`src/rtl/csr_bank_pkg.sv`:
```
package csr_bank_pkg;
  localparam int CSR_DW   = 8;
  localparam int OFS_PT   = 0;
  localparam int OFS_FLD  = 1;
  localparam int OFS_STAT = 3;
endpackage

```
`src/rtl/csr_addr_dec.sv`:
```
module csr_addr_dec #(
  parameter int BANK_W  = 5,
  parameter int OFS_W   = 4,
  parameter int BANK_ID = 9
) (
  input  logic [BANK_W+OFS_W-1:0] addr,
  input  logic                    we,
  output logic                    sel,
  output logic                    wr,
  output logic [OFS_W-1:0]        ofs
);
  localparam int ADDR_W = BANK_W + OFS_W;

  // bank index sits above the offset
  assign sel = (addr[ADDR_W-1:OFS_W] == BANK_W'(BANK_ID));
  assign ofs = addr[OFS_W-1:0];
  assign wr  = sel && we;
endmodule

```
`src/rtl/csr_pt_reg.sv`:
```
module csr_pt_reg #(
  parameter int DW    = 8,
  parameter int OFS_W = 4,
  parameter int SLOT  = 0
) (
  input  logic             clk,
  input  logic             rst_n,
  input  logic             wr,
  input  logic [OFS_W-1:0] ofs,
  input  logic [DW-1:0]    wdata,
  output logic             stb,
  output logic [DW-1:0]    data
);
  logic hit;
  assign hit = wr && (ofs == OFS_W'(SLOT));

  always_ff @(posedge clk) begin
    if (!rst_n) begin
      stb  <= 1'b0;
      data <= '0;
    end else begin
      stb <= hit;
      if (hit) data <= wdata;
    end
  end

  // a write yields the strobe and the byte one cycle later
  a_r3_pulse_after_write: assert property (@(posedge clk) disable iff (!rst_n)
    hit |=> (stb && data == $past(wdata)));
  // the strobe never rises without a preceding write
  a_r3_pulse_needs_write: assert property (@(posedge clk) disable iff (!rst_n)
    !hit |=> !stb);
endmodule

```
`src/rtl/csr_split_field.sv`:
```
module csr_split_field #(
  parameter int DW    = 8,
  parameter int OFS_W = 4,
  parameter int FW    = 16,
  parameter int BASE  = 1
) (
  input  logic             clk,
  input  logic             rst_n,
  input  logic             wr,
  input  logic [OFS_W-1:0] ofs,
  input  logic [DW-1:0]    wdata,
  input  logic             load,
  input  logic [FW-1:0]    ldata,
  output logic [FW-1:0]    val,
  output logic             rd_match,
  output logic [DW-1:0]    rd_byte
);
  localparam int NB = FW / DW;

  logic [DW-1:0] slot_q   [NB];
  logic [NB-1:0] slot_hit;

  // slot k sits at offset BASE+k; slot 0 carries the most significant byte
  for (genvar k = 0; k < NB; k++) begin : g_slot
    localparam int LO = (NB - 1 - k) * DW;
    assign slot_hit[k] = (ofs == OFS_W'(BASE + k));
    assign val[LO +: DW] = slot_q[k];

    always_ff @(posedge clk) begin
      if (!rst_n)                  slot_q[k] <= '0;
      else if (load)               slot_q[k] <= ldata[LO +: DW];
      else if (wr && slot_hit[k])  slot_q[k] <= wdata;
    end
  end

  always_comb begin
    rd_byte = '0;
    for (int k = 0; k < NB; k++)
      if (slot_hit[k]) rd_byte = slot_q[k];
  end
  assign rd_match = |slot_hit;

  // core load takes the whole field, bus write or not
  a_r7_load_wins: assert property (@(posedge clk) disable iff (!rst_n)
    load |=> (val == $past(ldata)));
  // no load and no matching bus write keeps the field
  a_r10_hold: assert property (@(posedge clk) disable iff (!rst_n)
    (!load && !(wr && rd_match)) |=> $stable(val));
  // at most one slot claims an offset
  a_r6_one_slot: assert property (@(posedge clk) disable iff (!rst_n)
    $onehot0(slot_hit));
endmodule

```
`src/rtl/csr_status_field.sv`:
```
module csr_status_field #(
  parameter int W = 8
) (
  input  logic         clk,
  input  logic         rst_n,
  input  logic [W-1:0] din,
  output logic [W-1:0] q
);
  always_ff @(posedge clk) begin
    if (!rst_n) q <= '0;
    else        q <= din;
  end

  // sampled on every edge, no strobe
  a_r8_sampled: assert property (@(posedge clk) disable iff (!rst_n)
    1'b1 |=> (q == $past(din)));
endmodule

```
`src/rtl/csr_byte_bank.sv`:
```
module csr_byte_bank
  import csr_bank_pkg::*;
#(
  parameter int BANK_W  = 5,
  parameter int OFS_W   = 4,
  parameter int BANK_ID = 9,
  parameter int FLD_W   = 16,
  parameter int STAT_W  = 8
) (
  input  logic                    clk,
  input  logic                    rst_n,
  input  logic [BANK_W+OFS_W-1:0] bus_addr,
  input  logic                    bus_we,
  input  logic [CSR_DW-1:0]       bus_wdata,
  output logic [CSR_DW-1:0]       bus_rdata,
  output logic [CSR_DW-1:0]       pt_wdata,
  output logic                    pt_stb,
  input  logic [CSR_DW-1:0]       pt_rval,
  output logic [FLD_W-1:0]        fld_val,
  input  logic                    fld_load,
  input  logic [FLD_W-1:0]        fld_ldata,
  input  logic [STAT_W-1:0]       stat_in
);
  logic             sel, wr;
  logic [OFS_W-1:0] ofs;
  logic             fld_match;
  logic [CSR_DW-1:0] fld_byte;
  logic [STAT_W-1:0] stat_q;
  logic [CSR_DW-1:0] rd_nxt;

  csr_addr_dec #(.BANK_W(BANK_W), .OFS_W(OFS_W), .BANK_ID(BANK_ID)) u_dec (
    .addr(bus_addr), .we(bus_we), .sel(sel), .wr(wr), .ofs(ofs));

  csr_pt_reg #(.DW(CSR_DW), .OFS_W(OFS_W), .SLOT(OFS_PT)) u_pt (
    .clk(clk), .rst_n(rst_n), .wr(wr), .ofs(ofs), .wdata(bus_wdata),
    .stb(pt_stb), .data(pt_wdata));

  csr_split_field #(.DW(CSR_DW), .OFS_W(OFS_W), .FW(FLD_W), .BASE(OFS_FLD)) u_fld (
    .clk(clk), .rst_n(rst_n), .wr(wr), .ofs(ofs), .wdata(bus_wdata),
    .load(fld_load), .ldata(fld_ldata), .val(fld_val),
    .rd_match(fld_match), .rd_byte(fld_byte));

  csr_status_field #(.W(STAT_W)) u_stat (
    .clk(clk), .rst_n(rst_n), .din(stat_in), .q(stat_q));

  always_comb begin
    rd_nxt = '0;
    if (sel) begin
      if (ofs == OFS_W'(OFS_PT))        rd_nxt = pt_rval;
      else if (fld_match)               rd_nxt = fld_byte;
      else if (ofs == OFS_W'(OFS_STAT)) rd_nxt = CSR_DW'(stat_q);
    end
  end

  always_ff @(posedge clk) begin
    if (!rst_n) bus_rdata <= '0;
    else        bus_rdata <= rd_nxt;
  end

  // an unselected cycle gives zero read data next cycle
  a_r9_unsel_zero: assert property (@(posedge clk) disable iff (!rst_n)
    !sel |=> (bus_rdata == '0));
  // pass-through read returns the core value one cycle later
  a_r4_pt_read: assert property (@(posedge clk) disable iff (!rst_n)
    (sel && ofs == OFS_W'(OFS_PT)) |=> (bus_rdata == $past(pt_rval)));
endmodule

```
`config.mk`:
```
export PLATFORM = sky130hd
export DESIGN_NAME = csr_byte_bank
export DESIGN_NICKNAME = d
export VERILOG_FILES = /design/src/rtl/csr_bank_pkg.sv /design/src/rtl/csr_addr_dec.sv /design/src/rtl/csr_pt_reg.sv /design/src/rtl/csr_split_field.sv /design/src/rtl/csr_status_field.sv /design/src/rtl/csr_byte_bank.sv
export SDC_FILE = /design/constraint.sdc
export NUM_CORES = 1
export LEC_CHECK = 0
export ABC_AREA = 1
export BUFFER_PORTS_ARGS = -buffer_cell sky130_fd_sc_hd__clkbuf_2
export CAP_MARGIN = 30
export CELL_PAD_IN_SITES_DETAIL_PLACEMENT = 1
export CELL_PAD_IN_SITES_GLOBAL_PLACEMENT = 1
export CORE_MARGIN = 2
export CORE_UTILIZATION = 36
export DETAILED_ROUTE_END_ITERATION = 8
export PLACE_DENSITY = 0.93
export SYNTH_ARGS = -nofsm -noshare
export SYNTH_HDL_FRONTEND = slang
export SYNTH_SLANG_ARGS = --single-unit
```
`constraint.sdc`:
```
create_clock -name clk -period 3.2 [get_ports clk]
set_input_delay 0.96 -clock clk [delete_from_list [all_inputs] [get_ports clk]]
set_output_delay 0.96 -clock clk [all_outputs]
set_load 0.005 [all_outputs]
```
# Yosys cells after proc, flatten, opt, wreduce, memory -nomap -nowiden
# Memories as Yosys holds them, arrays and structs flattened.
# Index checks and enable logic that the tools add are counted.
# W data, S select, Z words.
dict set report word_totals {
  register_bits 25
  ram_bits 16
  in_bits 53
  output_inout_bits 33
  elab_cells 41
  mem_count 1
}
dict set report classes {
  n_eq_ne 4
  muxes 21
  bitwise_logic 4
  n_reduce_logical 7
}
# memory words width read_ports rd_clocked_by_memory_dff wr line_no
set mem_list {}
lappend mem_list {u_fld.slot_q 2 8 2 0 2 csr_split_field.sv:20} ;# logic [DW-1:0] slot_q [NB];
# op n
set ops {}
lappend ops {{$mux W8} 9}
lappend ops {{$mux W1} 12}
lappend ops {{$eq A4 B2 Y1 const B} 2}
lappend ops {{$eq A5 B4 Y1 const B} 1}
lappend ops {{$eq A4 B1 Y1 const B} 1}
lappend ops {{$logic_and A1 B1 Y1} 4}
lappend ops {{$logic_not A4 Y1} 1}
lappend ops {{$or A1 B1 Y1} 4}
lappend ops {{$reduce_and A2 Y1} 1}
lappend ops {{$reduce_or A2 Y1} 1}

# Logic depth before layout (Yosys ltp)
# Gate-level depths: netlist of the first run.
dict set report logic_depth {
  word_depth 8
  mapped_depth 9
  mapped_depth_nobuf 7
}

# By module
# From an unflattened synthesis of the first run, not the netlist that was laid out.
dict set report hier_totals {
  hier_cells 296
  area_unflattened_um2 2153.3
}
# mod n_inst cells_per_inst area_each_um2 seq_area_each_um2
set modules_own_cells {}
lappend modules_own_cells {csr_split_field 1 113 929.6 480.5}
lappend modules_own_cells {csr_pt_reg 1 72 466.7 180.2}
lappend modules_own_cells {csr_byte_bank 1 75 461.7 160.2}
lappend modules_own_cells {csr_status_field 1 25 225.2 160.2}
lappend modules_own_cells {csr_addr_dec 1 11 70.1 0.0}

# Least setup slack after synthesis of the first run
# No wires, ideal clock.
dict set report synth_path {
  path_kind {input-to-reg}
  start {in bus_we}
  end {mem u_fld.slot_q[1][0] (enable)}
  setup_time_ps 329
  arrival_time_ps 1848
  required_ps 2871
  path_slack_ps 1023
  stages 6
  n_path_buf 2
  cell_sequence {buf_6 inv_2 nor3_4 buf_6 nand3_1 nand2_1}
}
# item line_no
set synth_rtl {}
lappend synth_rtl {{start, declared} csr_byte_bank.sv:13} ;# input logic bus_we,
lappend synth_rtl {{end, declared} csr_split_field.sv:20}

==> impl_metrics.prom, run 1 <==
# TYPE chip_impl_metric gauge
chip_impl_metric{name="cp_data_arrival_time",unit="ns"} 2.20
chip_impl_metric{name="synthToLayoutAreaGrowth",unit="%"} 23.96
chip_impl_metric{name="worst-path-max-fanout",unit=""} 18
chip_impl_metric{name="grt_start_max_net_pins",unit=""} 21
chip_impl_metric{name="post_synth_inst_count",unit=""} 270
chip_impl_info{name="min-delay-start",value="u_pt.data[7]"} 1
chip_impl_metric{name="grt_usage",unit="%"} 20.33
chip_impl_metric{name="max-cap-violations",unit=""} 0
chip_impl_metric{name="drt_drc_violations_left",unit=""} 0
chip_impl_metric{name="worst_slew_margin_rel",unit="%"} 61.35
chip_impl_info{name="dominantRegCellSynth",value="dfxtp_1"} 1
chip_impl_metric{name="ys_ff_latch",unit=""} 41
chip_impl_info{name="result_of_the_run",value="completed"} 1
chip_impl_metric{name="synth_edf_count",unit=""} 16
chip_impl_metric{name="post_cts.repair.setup_buffers",unit=""} 0
chip_impl_metric{name="first_pass_grt_wire_length",unit="mm"} 9.908
chip_impl_info{name="cell_types_occupying_the_most_area_after_synthesis",value="dfxtp_1 24%, edfxtp_1 23%, nand2_1 14%, nand4_1 9.5%, inv_1 8.2%"} 1
chip_impl_metric{name="detail_route_antenna_nets",unit=""} 0
chip_impl_metric{name="place.port_buffers",unit=""} 85
chip_impl_metric{name="cts_h_tree_depth",unit=""} 2
chip_impl_metric{name="maxSlewViolCount",unit=""} 0
chip_impl_metric{name="post-synth-top-area-fraction",unit="%"} 23.72
chip_impl_metric{name="cts_buffers",unit=""} 5
chip_impl_metric{name="number_of_inserted_diodes",unit=""} 0
chip_impl_metric{name="clk_transition_reported_paths",unit="ns"} 0.08
chip_impl_metric{name="fin_tns_setup",unit="ns"} 0
chip_impl_info{name="synth.cells.most_frequent",value="77 x nand2_1, 46 x inv_1, 32 x nand4_1"} 1
chip_impl_info{name="critical_path_source",value="bus_we"} 1
chip_impl_metric{name="crit_share_post_route",unit="%"} 69.84
chip_impl_info{name="yosys.area.top_type",value="dfxtp_1"} 1
chip_impl_metric{name="proportion_of_register_bits_with_asynchronous_set_or_reset_after_synthesis",unit="%"} 0
chip_impl_metric{name="clock-sinks",unit=""} 41
chip_impl_info{name="ctsRootBufferMaster",value="clkbuf_8"} 1
chip_impl_metric{name="fp-row-count",unit=""} 27
chip_impl_metric{name="pin_count",unit=""} 86
chip_impl_metric{name="vdd_ir_drop_max",unit="uV"} 152.0
chip_impl_info{name="critPathKind",value="in -> reg"} 1
chip_impl_metric{name="start_util",unit="%"} 37.85
chip_impl_metric{name="max_clock_freq",unit="MHz"} 447.4
chip_impl_metric{name="globalRoute.totalOverflow",unit=""} 0
chip_impl_metric{name="worst_pin_slew",unit="ns"} 0.5792
chip_impl_metric{name="initialDrtViolationCount",unit=""} 72
chip_impl_metric{name="die_height",unit="um"} 80.55
chip_impl_metric{name="gpl.final_weighted_congestion",unit=""} 0.8381
chip_impl_info{name="rsz0062_at_grt",value="no"} 1
chip_impl_metric{name="insertion_delay",unit="ns"} 0.30
chip_impl_metric{name="yosysUniqueCellTypes",unit=""} 23
chip_impl_metric{name="drtPass1Iterations",unit=""} 4
chip_impl_metric{name="postSynthAreaPerCell",unit="um^2"} 7.813
chip_impl_metric{name="synth.yosys.warnings",unit=""} 0
chip_impl_metric{name="floorplan.die_area",unit="mm^2"} 0.006488
chip_impl_metric{name="placeableCoreArea",unit="mm^2"} 0.005574
chip_impl_metric{name="synth_fp_nets",unit=""} 323
chip_impl_metric{name="die_x",unit="um"} 80.55
chip_impl_info{name="clock_tree_from_tritoncts",value="yes"} 1
chip_impl_metric{name="total_leakage_power",unit="nW"} 1.458
chip_impl_info{name="critPathLaunchType",value="input port"} 1
chip_impl_info{name="r2r_start",value="u_fld.slot_q[1][3]"} 1
chip_impl_metric{name="setup_viol_count_final",unit=""} 0
chip_impl_metric{name="holdBufCountCts",unit=""} 0
chip_impl_metric{name="post_cts_resize_count",unit=""} 0
chip_impl_metric{name="finalCriticalPeriod",unit="ns"} 2.235
chip_impl_metric{name="total_power",unit="W"} 0.001045
chip_impl_metric{name="wl_per_cell",unit="um"} 14.65
chip_impl_metric{name="worst_clock_skew",unit="ns"} 0.008148
chip_impl_metric{name="antenna_found_initial",unit=""} 0
chip_impl_metric{name="detail_route.vias_per_cell",unit=""} 4.832
chip_impl_metric{name="dp_hpwl",unit="mm"} 4.983
chip_impl_info{name="critPathCaptureType",value="flop"} 1
chip_impl_metric{name="yosysSeqAreaShare",unit="%"} 46.50
chip_impl_info{name="most_used_standard_cell_by_instance_count_after_synthesis",value="nand2_1"} 1
chip_impl_metric{name="num_vias",unit=""} 2044
chip_impl_info{name="holdCritPathClass",value="reg -> reg"} 1
chip_impl_metric{name="report.final.hold_viol_count",unit=""} 0
chip_impl_metric{name="critical_path_required",unit="ns"} 3.17
chip_impl_metric{name="drive_above_1_share",unit="%"} 30.77
chip_impl_metric{name="number_of_global_route_vias_before_repair",unit=""} 2095
chip_impl_metric{name="netlist_area",unit="mm^2"} 0.002110
chip_impl_metric{name="pwr_density_cell",unit="mW/mm^2"} 399.7
chip_impl_metric{name="drt-total-wl",unit="mm"} 6.199
chip_impl_metric{name="cts_buffer_depth",unit=""} 2
chip_impl_metric{name="design.final.nets",unit=""} 403
## through the flow
| stage | std cells | worst slack (ns) | hold WS [ns] | cell area [um^2] | util (%) |
|---|---|---|---|---|---|
| after floorplan | 270 | 1.023 | 0.5027 | 2110 | - |
| after global placement | 415 | 0.7453 | 0.4974 | 2529 | 45.36 |
| after detailed placement | 415 | 0.6508 | 0.5095 | 2529 | 45.36 |
| after CTS | 423 | 0.9775 | 0.5238 | 2615 | 46.91 |
| after global routing | 423 | 0.8052 | 0.5563 | 2615 | 46.91 |
| final | 423 | 0.9650 | 0.5188 | 2615 | 46.91 |
## cell type report
class / count / area (um^2)
clock inverter: 3 / 17.52
clock buffer: 5 / 68.82
fill: 736 / 2959
tap: 72 / 90.09
sequential: 41 / 980.9
timing repair buffer: 86 / 432.9
inverter: 50 / 193.9
multi-input combinational: 166 / 830.8
## where the power goes
part	total [W]	internal (W)	switching, W
Sequential	0.000580	0.000566	0.0000142
Combinational	0.000130	0.0000502	0.0000794
Clock	0.000335	0.000151	0.000185
## metal layers
layer	track usage [%]	up-vias	part of all wire (%)
li1	-	1022	-
met1	22.75	937	40
met2	37.00	70	51
met3	4.382	15	6.3
met4	8.475	0	2.7
met5	0	-	0
## sequential cells by signal, summed over array words and instances (netlist names)
signal	flops
u_pt.data	8
u_fld.slot_q	16
bus_rdata	8
u_pt.stb	1
u_stat.q	8
## path summary, 6_finish.rpt
path	end	slack, ns	cells after the start
setup / recovery	u_fld.slot_q[1][0]	0.96	5
hold / removal	u_pt.data[7]	0.52	4
setup reg to reg	bus_rdata[3]	2.26	4
hold reg to reg	u_pt.data[7]	0.52	4
## critical path, stage by stage
cell and delay (ns):
clkbuf_2 0.22, inv_2 0.07, nor3_4 0.52, nand3_1 0.13, nand2_1 0.29
## logic make-up after synthesis
group	count (synthesis)	share of synthesized area, %
flops	41	46.50
buf+inv	63	14.12
compound gates	8	2.847
simple gates	158	36.54
## placed cells by master, fill, tap and decap left out, types with 2 or more instances in the layout
cell / count
clkbuf_2: 85
nand2_1: 77
inv_1: 46
nand4_1: 32
nor2_1: 28
dfxtp_1: 25
edfxtp_1: 16
nand3_1: 11
o211ai_1: 8
clkbuf_8: 5
clkinv_2: 3
inv_2: 2
nand2_4: 2
nor2_4: 2
(Power assumes the default switching activity.)
==> run 2: changes to the inputs <==
- CORE_UTILIZATION: 36 -> 34
- PLACE_DENSITY: 0.93 -> 0.89
- clock period: 3.2 -> 2.1 ns (I/O delays scaled with it)
==> run 2 against run 1 <==
Compared with the run above:
- worst hold slack worse by 0.0015 ns
- cell area rose by 2.7%
- critical path depth grew 1
- critical path type unchanged
- largest power group unchanged
==> impl_metrics.prom, run 2 (synthesis gave the netlist of run 1 again) <==
# TYPE chip_impl_metric gauge
chip_impl_info{name="result_of_the_run",value="completed"} 1
chip_impl_metric{name="num_vias",unit=""} 2074
chip_impl_metric{name="cts_h_tree_depth",unit=""} 2
chip_impl_metric{name="holdBufCountCts",unit=""} 0
chip_impl_metric{name="finalCriticalPeriod",unit="ns"} 1.702
chip_impl_metric{name="worst-r2r-setup-slack",unit="ns"} 1.15
chip_impl_metric{name="insertion_delay",unit="ns"} 0.29
chip_impl_metric{name="total_leakage_power",unit="nW"} 1.502
chip_impl_metric{name="crit_share_post_route",unit="%"} 81.07
chip_impl_metric{name="drive_above_1_share",unit="%"} 31.65
chip_impl_metric{name="max_clock_freq",unit="MHz"} 587.4
chip_impl_metric{name="largest_register_ff_count",unit=""} 16
chip_impl_metric{name="clk_transition_reported_paths",unit="ns"} 0.08
chip_impl_metric{name="pin_count",unit=""} 86
chip_impl_metric{name="number_of_global_route_vias_before_repair",unit=""} 2178
chip_impl_metric{name="grt_start_max_net_pins",unit=""} 20
chip_impl_info{name="critPathKind",value="in -> reg"} 1
chip_impl_metric{name="worst-path-max-fanout",unit=""} 12
chip_impl_info{name="rsz0062_at_grt",value="no"} 1
chip_impl_metric{name="instances_no_fill",unit=""} 432
chip_impl_metric{name="pwr_density_cell",unit="mW/mm^2"} 638.9
chip_impl_metric{name="gpl.final_weighted_congestion",unit=""} 0.8407
chip_impl_metric{name="multiInputGateArea",unit="um^2"} 830.8
chip_impl_metric{name="clock-sinks",unit=""} 41
chip_impl_metric{name="antenna_found_initial",unit=""} 0
chip_impl_info{name="clock_tree_from_tritoncts",value="yes"} 1
chip_impl_metric{name="fin_tns_setup",unit="ns"} 0
chip_impl_metric{name="detail_route_antenna_nets",unit=""} 0
chip_impl_metric{name="globalRoute.totalOverflow",unit=""} 0
chip_impl_info{name="regMostFlops",value="u_fld.slot_q"} 1
chip_impl_metric{name="worst_pin_slew",unit="ns"} 0.4710
chip_impl_metric{name="drtPass1Iterations",unit=""} 4
chip_impl_metric{name="post-route-util",unit="%"} 45.11
chip_impl_metric{name="wl_per_cell",unit="um"} 14.60
chip_impl_metric{name="grt_usage",unit="%"} 20.03
chip_impl_metric{name="fp-row-count",unit=""} 28
chip_impl_metric{name="detail_route.vias_per_cell",unit=""} 4.801
chip_impl_metric{name="drt_drc_violations_left",unit=""} 0
chip_impl_info{name="critPathCaptureType",value="flop"} 1
chip_impl_metric{name="critical_path_required",unit="ns"} 2.06
chip_impl_metric{name="design.final.nets",unit=""} 409
chip_impl_info{name="holdCritPathClass",value="in -> reg"} 1
chip_impl_info{name="ctsRootBufferMaster",value="clkbuf_8"} 1
chip_impl_info{name="most_frequent_cells_in_the_layout",value="85 x clkbuf_2, 77 x nand2_1, 46 x inv_1"} 1
chip_impl_metric{name="place.port_buffers",unit=""} 85
chip_impl_metric{name="placeableCoreArea",unit="mm^2"} 0.005956
chip_impl_metric{name="cp_data_arrival_time",unit="ns"} 1.66
chip_impl_metric{name="floorplan.die_area",unit="mm^2"} 0.006851
chip_impl_metric{name="initialDrtViolationCount",unit=""} 50
chip_impl_metric{name="first_pass_grt_wire_length",unit="mm"} 10.12
chip_impl_metric{name="setup_viol_count_final",unit=""} 0
chip_impl_metric{name="hold_path_depth",unit=""} 3
chip_impl_metric{name="vdd_ir_drop_max",unit="uV"} 281.6
chip_impl_metric{name="start_util",unit="%"} 35.42
chip_impl_metric{name="post-place-cells",unit=""} 424
chip_impl_metric{name="worst_clock_skew",unit="ns"} 0.008503
chip_impl_info{name="rr_endpoint",value="bus_rdata[6]"} 1
chip_impl_info{name="whs_endpoint",value="u_stat.q[7]"} 1
chip_impl_metric{name="nFillCells",unit=""} 787
chip_impl_metric{name="report.final.hold_viol_count",unit=""} 0
chip_impl_metric{name="sequential_cell_area",unit="um^2"} 980.9
chip_impl_metric{name="cts_buffers",unit=""} 5
chip_impl_metric{name="cts_buffer_depth",unit=""} 2
chip_impl_info{name="r2r_start",value="u_fld.slot_q[1][6]"} 1
chip_impl_metric{name="max-cap-violations",unit=""} 0
chip_impl_metric{name="die_x",unit="um"} 82.77
chip_impl_metric{name="worst-r2r-cell-count",unit=""} 4
chip_impl_metric{name="die_height",unit="um"} 82.77
chip_impl_metric{name="synthToLayoutAreaGrowth",unit="%"} 27.34
chip_impl_metric{name="number_of_inserted_diodes",unit=""} 0
chip_impl_info{name="layout.cells.most_common",value="clkbuf_2"} 1
chip_impl_metric{name="post_cts.repair.setup_buffers",unit=""} 0
chip_impl_metric{name="dp_hpwl",unit="mm"} 5.223
chip_impl_metric{name="maxSlewViolCount",unit=""} 0
chip_impl_metric{name="drt-total-wl",unit="mm"} 6.309
chip_impl_metric{name="worst_slew_margin_rel",unit="%"} 68.48
chip_impl_metric{name="holdWs",unit="ns"} 0.5173
chip_impl_info{name="min-delay-start",value="stat_in[7]"} 1
chip_impl_info{name="critPathLaunchType",value="input port"} 1
chip_impl_metric{name="post_cts_resize_count",unit=""} 0
[run 2: worst max path at each step]
stage | startpoint | endpoint | slack [ns] | cells past startpoint
after floorplan | bus_we | u_fld.slot_q[1][0] | 0.25 | 6
after global placement | bus_addr[0] | u_fld.slot_q[1][2] | 0.22 | 6
after detailed placement | bus_addr[0] | u_fld.slot_q[1][6] | 0.11 | 6
after CTS | bus_addr[0] | u_fld.slot_q[1][0] | 0.41 | 6
after global routing | bus_addr[0] | u_fld.slot_q[1][4] | 0.26 | 6
final | bus_addr[0] | u_fld.slot_q[1][0] | 0.40 | 6
[run 2: cell type report]
class                      count  area share [%]
tap                           75           3.493
clock inverter                 3           1.490
clock buffer                   5           2.562
timing repair buffer          92           17.79
sequential                    41           36.52
multi-input combinational    166           30.93
inverter                      50           7.219
[run 2: metal layers]
| metal | part of all wire (%) | wire, um | GRT usage (%) |
|---|---|---|---|
| met5 | 0 | 0 | 0 |
| met4 | 1.9 | 122 | 7.705 |
| met3 | 6.2 | 389 | 3.463 |
| met2 | 54 | 3385 | 37.82 |
| met1 | 38 | 2412 | 22.16 |
[run 2: through the flow]
| step | instance area (um^2) | total power [W] | worst slack, ns |
|---|---|---|---|
| after global placement | 2577 | 0.001097 | 0.2192 |
| after global routing | 2686 | 0.001791 | 0.2595 |
| final | 2686 | 0.001716 | 0.3976 |
| after detailed placement | 2577 | 0.001106 | 0.1086 |
| after floorplan | 2110 | 0.0009960 | 0.2533 |
| after CTS | 2686 | 0.001731 | 0.4085 |
[run 2: report_power, final]
group	internal [W]	switching [W]	total (W)
Combinational	0.0000814	0.000120	0.000202
Clock	0.000351	0.000278	0.000629
Sequential	0.000863	0.0000226	0.000885
Total	0.00130	0.000421	0.00172
[run 2: worst max-delay path, cell delays in order]
cell and delay (ns):
clkbuf_2 0.17, clkinv_2 0.20, nand3_1 0.12, inv_2 0.16, nand3_1 0.11, nand2_1 0.28
==> run 3: changes to the inputs <==
- ABC_AREA: 1 -> 0
- CORE_UTILIZATION: 34 -> 35
- clock period: 2.1 -> 1.7 ns (I/O delays scaled with it)
==> run 3 against run 2 <==
Compared with the run above:
- flip-flop and latch count unchanged
- synthesized area fell by 12%
- setup slack lost 0.31 ns
- critical path type unchanged
- largest power group unchanged
==> impl_metrics.prom, run 3 <==
# TYPE chip_impl_metric gauge
chip_impl_info{name="result_of_the_run",value="completed"} 1
chip_impl_metric{name="die_x",unit="um"} 76.74
chip_impl_info{name="critPathCaptureType",value="flop"} 1
chip_impl_info{name="layout.cells.most_common",value="clkbuf_2"} 1
chip_impl_metric{name="ys_ff_latch",unit=""} 41
chip_impl_metric{name="maxSlewViolCount",unit=""} 0
chip_impl_metric{name="grt_usage",unit="%"} 18.88
chip_impl_info{name="clock_tree_from_tritoncts",value="yes"} 1
chip_impl_metric{name="pin_count",unit=""} 86
chip_impl_metric{name="floorplan.die_area",unit="mm^2"} 0.005888
chip_impl_info{name="rsz0062_at_grt",value="no"} 1
chip_impl_metric{name="yosysSeqAreaShare",unit="%"} 52.97
chip_impl_metric{name="detail_route.vias_per_cell",unit=""} 5.074
chip_impl_info{name="yosys.area.top_type",value="dfxtp_1"} 1
chip_impl_metric{name="vdd_ir_drop_max",unit="uV"} 416.9
chip_impl_metric{name="post_synth_inst_count",unit=""} 157
chip_impl_metric{name="postSynthAreaPerCell",unit="um^2"} 11.79
chip_impl_metric{name="place.port_buffers",unit=""} 85
chip_impl_metric{name="number_of_inserted_diodes",unit=""} 0
chip_impl_metric{name="setup_viol_count_final",unit=""} 0
chip_impl_info{name="most_frequent_cells_in_the_layout",value="85 x clkbuf_2, 25 x dfxtp_1, 17 x buf_4"} 1
chip_impl_metric{name="critical_path_required",unit="ns"} 1.88
chip_impl_metric{name="worst_slew_margin_rel",unit="%"} 62.30
chip_impl_metric{name="holdBufCountCts",unit=""} 0
chip_impl_metric{name="proportion_of_register_bits_with_asynchronous_set_or_reset_after_synthesis",unit="%"} 0
chip_impl_metric{name="worst_clock_skew",unit="ns"} 0.003359
chip_impl_metric{name="drtPass1Iterations",unit=""} 4
chip_impl_metric{name="post-synth-top-area-fraction",unit="%"} 27.03
chip_impl_info{name="top_layer",value="met4"} 1
chip_impl_metric{name="fp-row-count",unit=""} 26
chip_impl_metric{name="instances_no_fill",unit=""} 323
chip_impl_metric{name="post_cts.repair.setup_buffers",unit=""} 0
chip_impl_info{name="ctsRootBufferMaster",value="clkbuf_8"} 1
chip_impl_metric{name="cts_buffers",unit=""} 5
chip_impl_metric{name="max_clock_freq",unit="MHz"} 619.0
chip_impl_metric{name="cp_data_arrival_time",unit="ns"} 1.80
chip_impl_metric{name="drt-total-wl",unit="mm"} 5.447
chip_impl_metric{name="post-place-cells",unit=""} 315
chip_impl_metric{name="max-cap-violations",unit=""} 0
chip_impl_metric{name="cts_h_tree_depth",unit=""} 2
chip_impl_metric{name="clk_transition_reported_paths",unit="ns"} 0.08
chip_impl_info{name="critical-path-slowest-cell",value="or4b_4"} 1
chip_impl_metric{name="globalRoute.totalOverflow",unit=""} 0
chip_impl_info{name="holdCritPathClass",value="in -> reg"} 1
chip_impl_metric{name="report.final.hold_viol_count",unit=""} 0
chip_impl_metric{name="synthToLayoutAreaGrowth",unit="%"} 38.85
chip_impl_metric{name="synth_edf_count",unit=""} 16
chip_impl_info{name="dominantRegCellSynth",value="dfxtp_1"} 1
chip_impl_metric{name="synth.yosys.warnings",unit=""} 0
chip_impl_metric{name="wl_met3",unit="um"} 425
chip_impl_metric{name="finalCriticalPeriod",unit="ns"} 1.615
chip_impl_metric{name="start_util",unit="%"} 36.26
chip_impl_metric{name="drt_drc_violations_left",unit=""} 0
chip_impl_metric{name="number_of_global_route_vias_before_repair",unit=""} 1685
chip_impl_info{name="critPathLaunchType",value="input port"} 1
chip_impl_metric{name="drive_above_1_share",unit="%"} 48.62
chip_impl_metric{name="post_cts_resize_count",unit=""} 0
chip_impl_metric{name="worst-path-max-fanout",unit=""} 8
chip_impl_metric{name="clock-sinks",unit=""} 41
chip_impl_metric{name="crit_share_post_route",unit="%"} 95.02
chip_impl_metric{name="detailroute.wirelength.met2",unit="mm"} 2.852
chip_impl_metric{name="worst_pin_slew",unit="ns"} 0.5655
chip_impl_metric{name="wl_per_cell",unit="um"} 16.86
chip_impl_metric{name="dp_worst_setup_slack",unit="ns"} -0.2369
chip_impl_info{name="critical_path_cell_sequence",value="clkbuf_2 -> nand4bb_4 -> or4b_4 -> a2111oi_2"} 1
chip_impl_metric{name="placeableCoreArea",unit="mm^2"} 0.005107
chip_impl_metric{name="grt_start_max_net_pins",unit=""} 17
chip_impl_metric{name="drt-met1-wl",unit="mm"} 2.112
chip_impl_metric{name="initialDrtViolationCount",unit=""} 69
chip_impl_metric{name="worst_stage_delay_on_the_critical_path",unit="ns"} 0.67
chip_impl_metric{name="yosysUniqueCellTypes",unit=""} 24
chip_impl_info{name="critPathKind",value="in -> reg"} 1
chip_impl_metric{name="antenna_found_initial",unit=""} 0
chip_impl_info{name="synth.cells.most_frequent",value="25 x dfxtp_1, 16 x a32o_1, 16 x edfxtp_1, 16 x mux2i_1, 16 x nand2_1"} 1
chip_impl_metric{name="pwr_density_cell",unit="mW/mm^2"} 831.0
chip_impl_info{name="cell_types_occupying_the_most_area_after_synthesis",value="dfxtp_1 27%, edfxtp_1 26%, a32o_1 8.6%, mux2i_1 8.6%, a2111oi_2 4.9%"} 1
chip_impl_metric{name="detail_route_antenna_nets",unit=""} 0
chip_impl_metric{name="post-route-util",unit="%"} 50.34
chip_impl_metric{name="fin_ws",unit="ns"} 0.08458
chip_impl_metric{name="gpl.final_weighted_congestion",unit=""} 0.7613
chip_impl_metric{name="largest_register_ff_count",unit=""} 16
chip_impl_metric{name="die_height",unit="um"} 76.74
chip_impl_info{name="regMostFlops",value="u_fld.slot_q"} 1
chip_impl_metric{name="total_leakage_power",unit="nW"} 1.131
chip_impl_metric{name="dp_hpwl",unit="mm"} 4.350
chip_impl_metric{name="first_pass_grt_wire_length",unit="mm"} 8.611
chip_impl_metric{name="cts_buffer_depth",unit=""} 2
chip_impl_metric{name="design.final.nets",unit=""} 305
chip_impl_metric{name="num_vias",unit=""} 1639
chip_impl_metric{name="insertion_delay",unit="ns"} 0.29
chip_impl_metric{name="synth_fp_nets",unit=""} 210
chip_impl_metric{name="nFillCells",unit=""} 600
chip_impl_metric{name="netlist_area",unit="mm^2"} 0.001852
chip_impl_info{name="most_used_standard_cell_by_instance_count_after_synthesis",value="dfxtp_1"} 1
## run 3: changes by cell type after synthesis, sizes merged, moves of 7 or more
| cell | before | now |
|---|---|---|
| mux2i | 0 | 16 |
| nor2 | 32 | 14 |
| inv | 48 | 0 |
| nor2b | 0 | 8 |
| o211ai | 8 | 0 |
| nand2 | 80 | 16 |
| nand3 | 13 | 0 |
| and2 | 0 | 10 |
| a32o | 0 | 16 |
| buf | 12 | 5 |
| clkbuf | 1 | 9 |
| nand4 | 32 | 0 |
## run 3: logic make-up after synthesis
group	share of synthesized area [%]
and+or+nand+nor	20.14
DFF	52.97
AOI/OAI and AO/OA	14.46
muxes	8.648
buffers and inverters	3.783
## run 3: routing by layer
metal	track usage, %	up-vias
met5	0	-
met4	4.909	0
met3	6.471	10
met2	34.12	68
met1	21.06	788
li1	-	773
## run 3: report_power, final
part           switching, W  internal [W]  total, W
clock network      0.000349      0.000434  0.000784
logic              0.000131      0.000132  0.000263
registers         0.0000251       0.00107   0.00109
total              0.000506       0.00163   0.00214
## run 3: final cells by class
cell class / instances / area, um^2 / area share (%)
flip-flops and latches: 41 / 980.9 / 38.15
multi-input cells: 102 / 843.3 / 32.80
repair buffers: 102 / 553.0 / 21.51
well taps: 70 / 87.58 / 3.406
clock buffers: 6 / 72.57 / 2.822
clock inverters: 2 / 33.78 / 1.314
## run 3: through the flow
stage / TNS (ns) / hold slack, ns / total power, W / instance area, um^2
2_1_floorplan: -3.234 / 0.4511 / 0.001235 / 1929
3_3_place_gp: -4.492 / 0.4441 / 0.001365 / 2465
3_5_place_dp: -6.059 / 0.4536 / 0.001379 / 2465
4_1_cts: 0 / 0.4151 / 0.002154 / 2571
5_1_grt: 0 / 0.4151 / 0.002215 / 2571
6_report: 0 / 0.4179 / 0.002137 / 2571
## run 3: final timing paths
check / slack, ns / end / from / cells after the start
min: 0.42 / u_stat.q[0] / stat_in[0] / 2
min reg2reg: 0.46 / u_pt.data[2] / u_pt.data[2] / 2
max reg2reg: 0.72 / bus_rdata[6] / u_fld.slot_q[1][6] / 2
max: 0.08 / bus_rdata[6] / bus_addr[6] / 4
## run 3: critical path, delay by kind of cell
family / cells / cell delay (ns)
AO/OA/AOI/OAI: 1 / 0.28
buffers and inverters: 1 / 0.08
AND/OR/NAND/NOR: 2 / 0.92
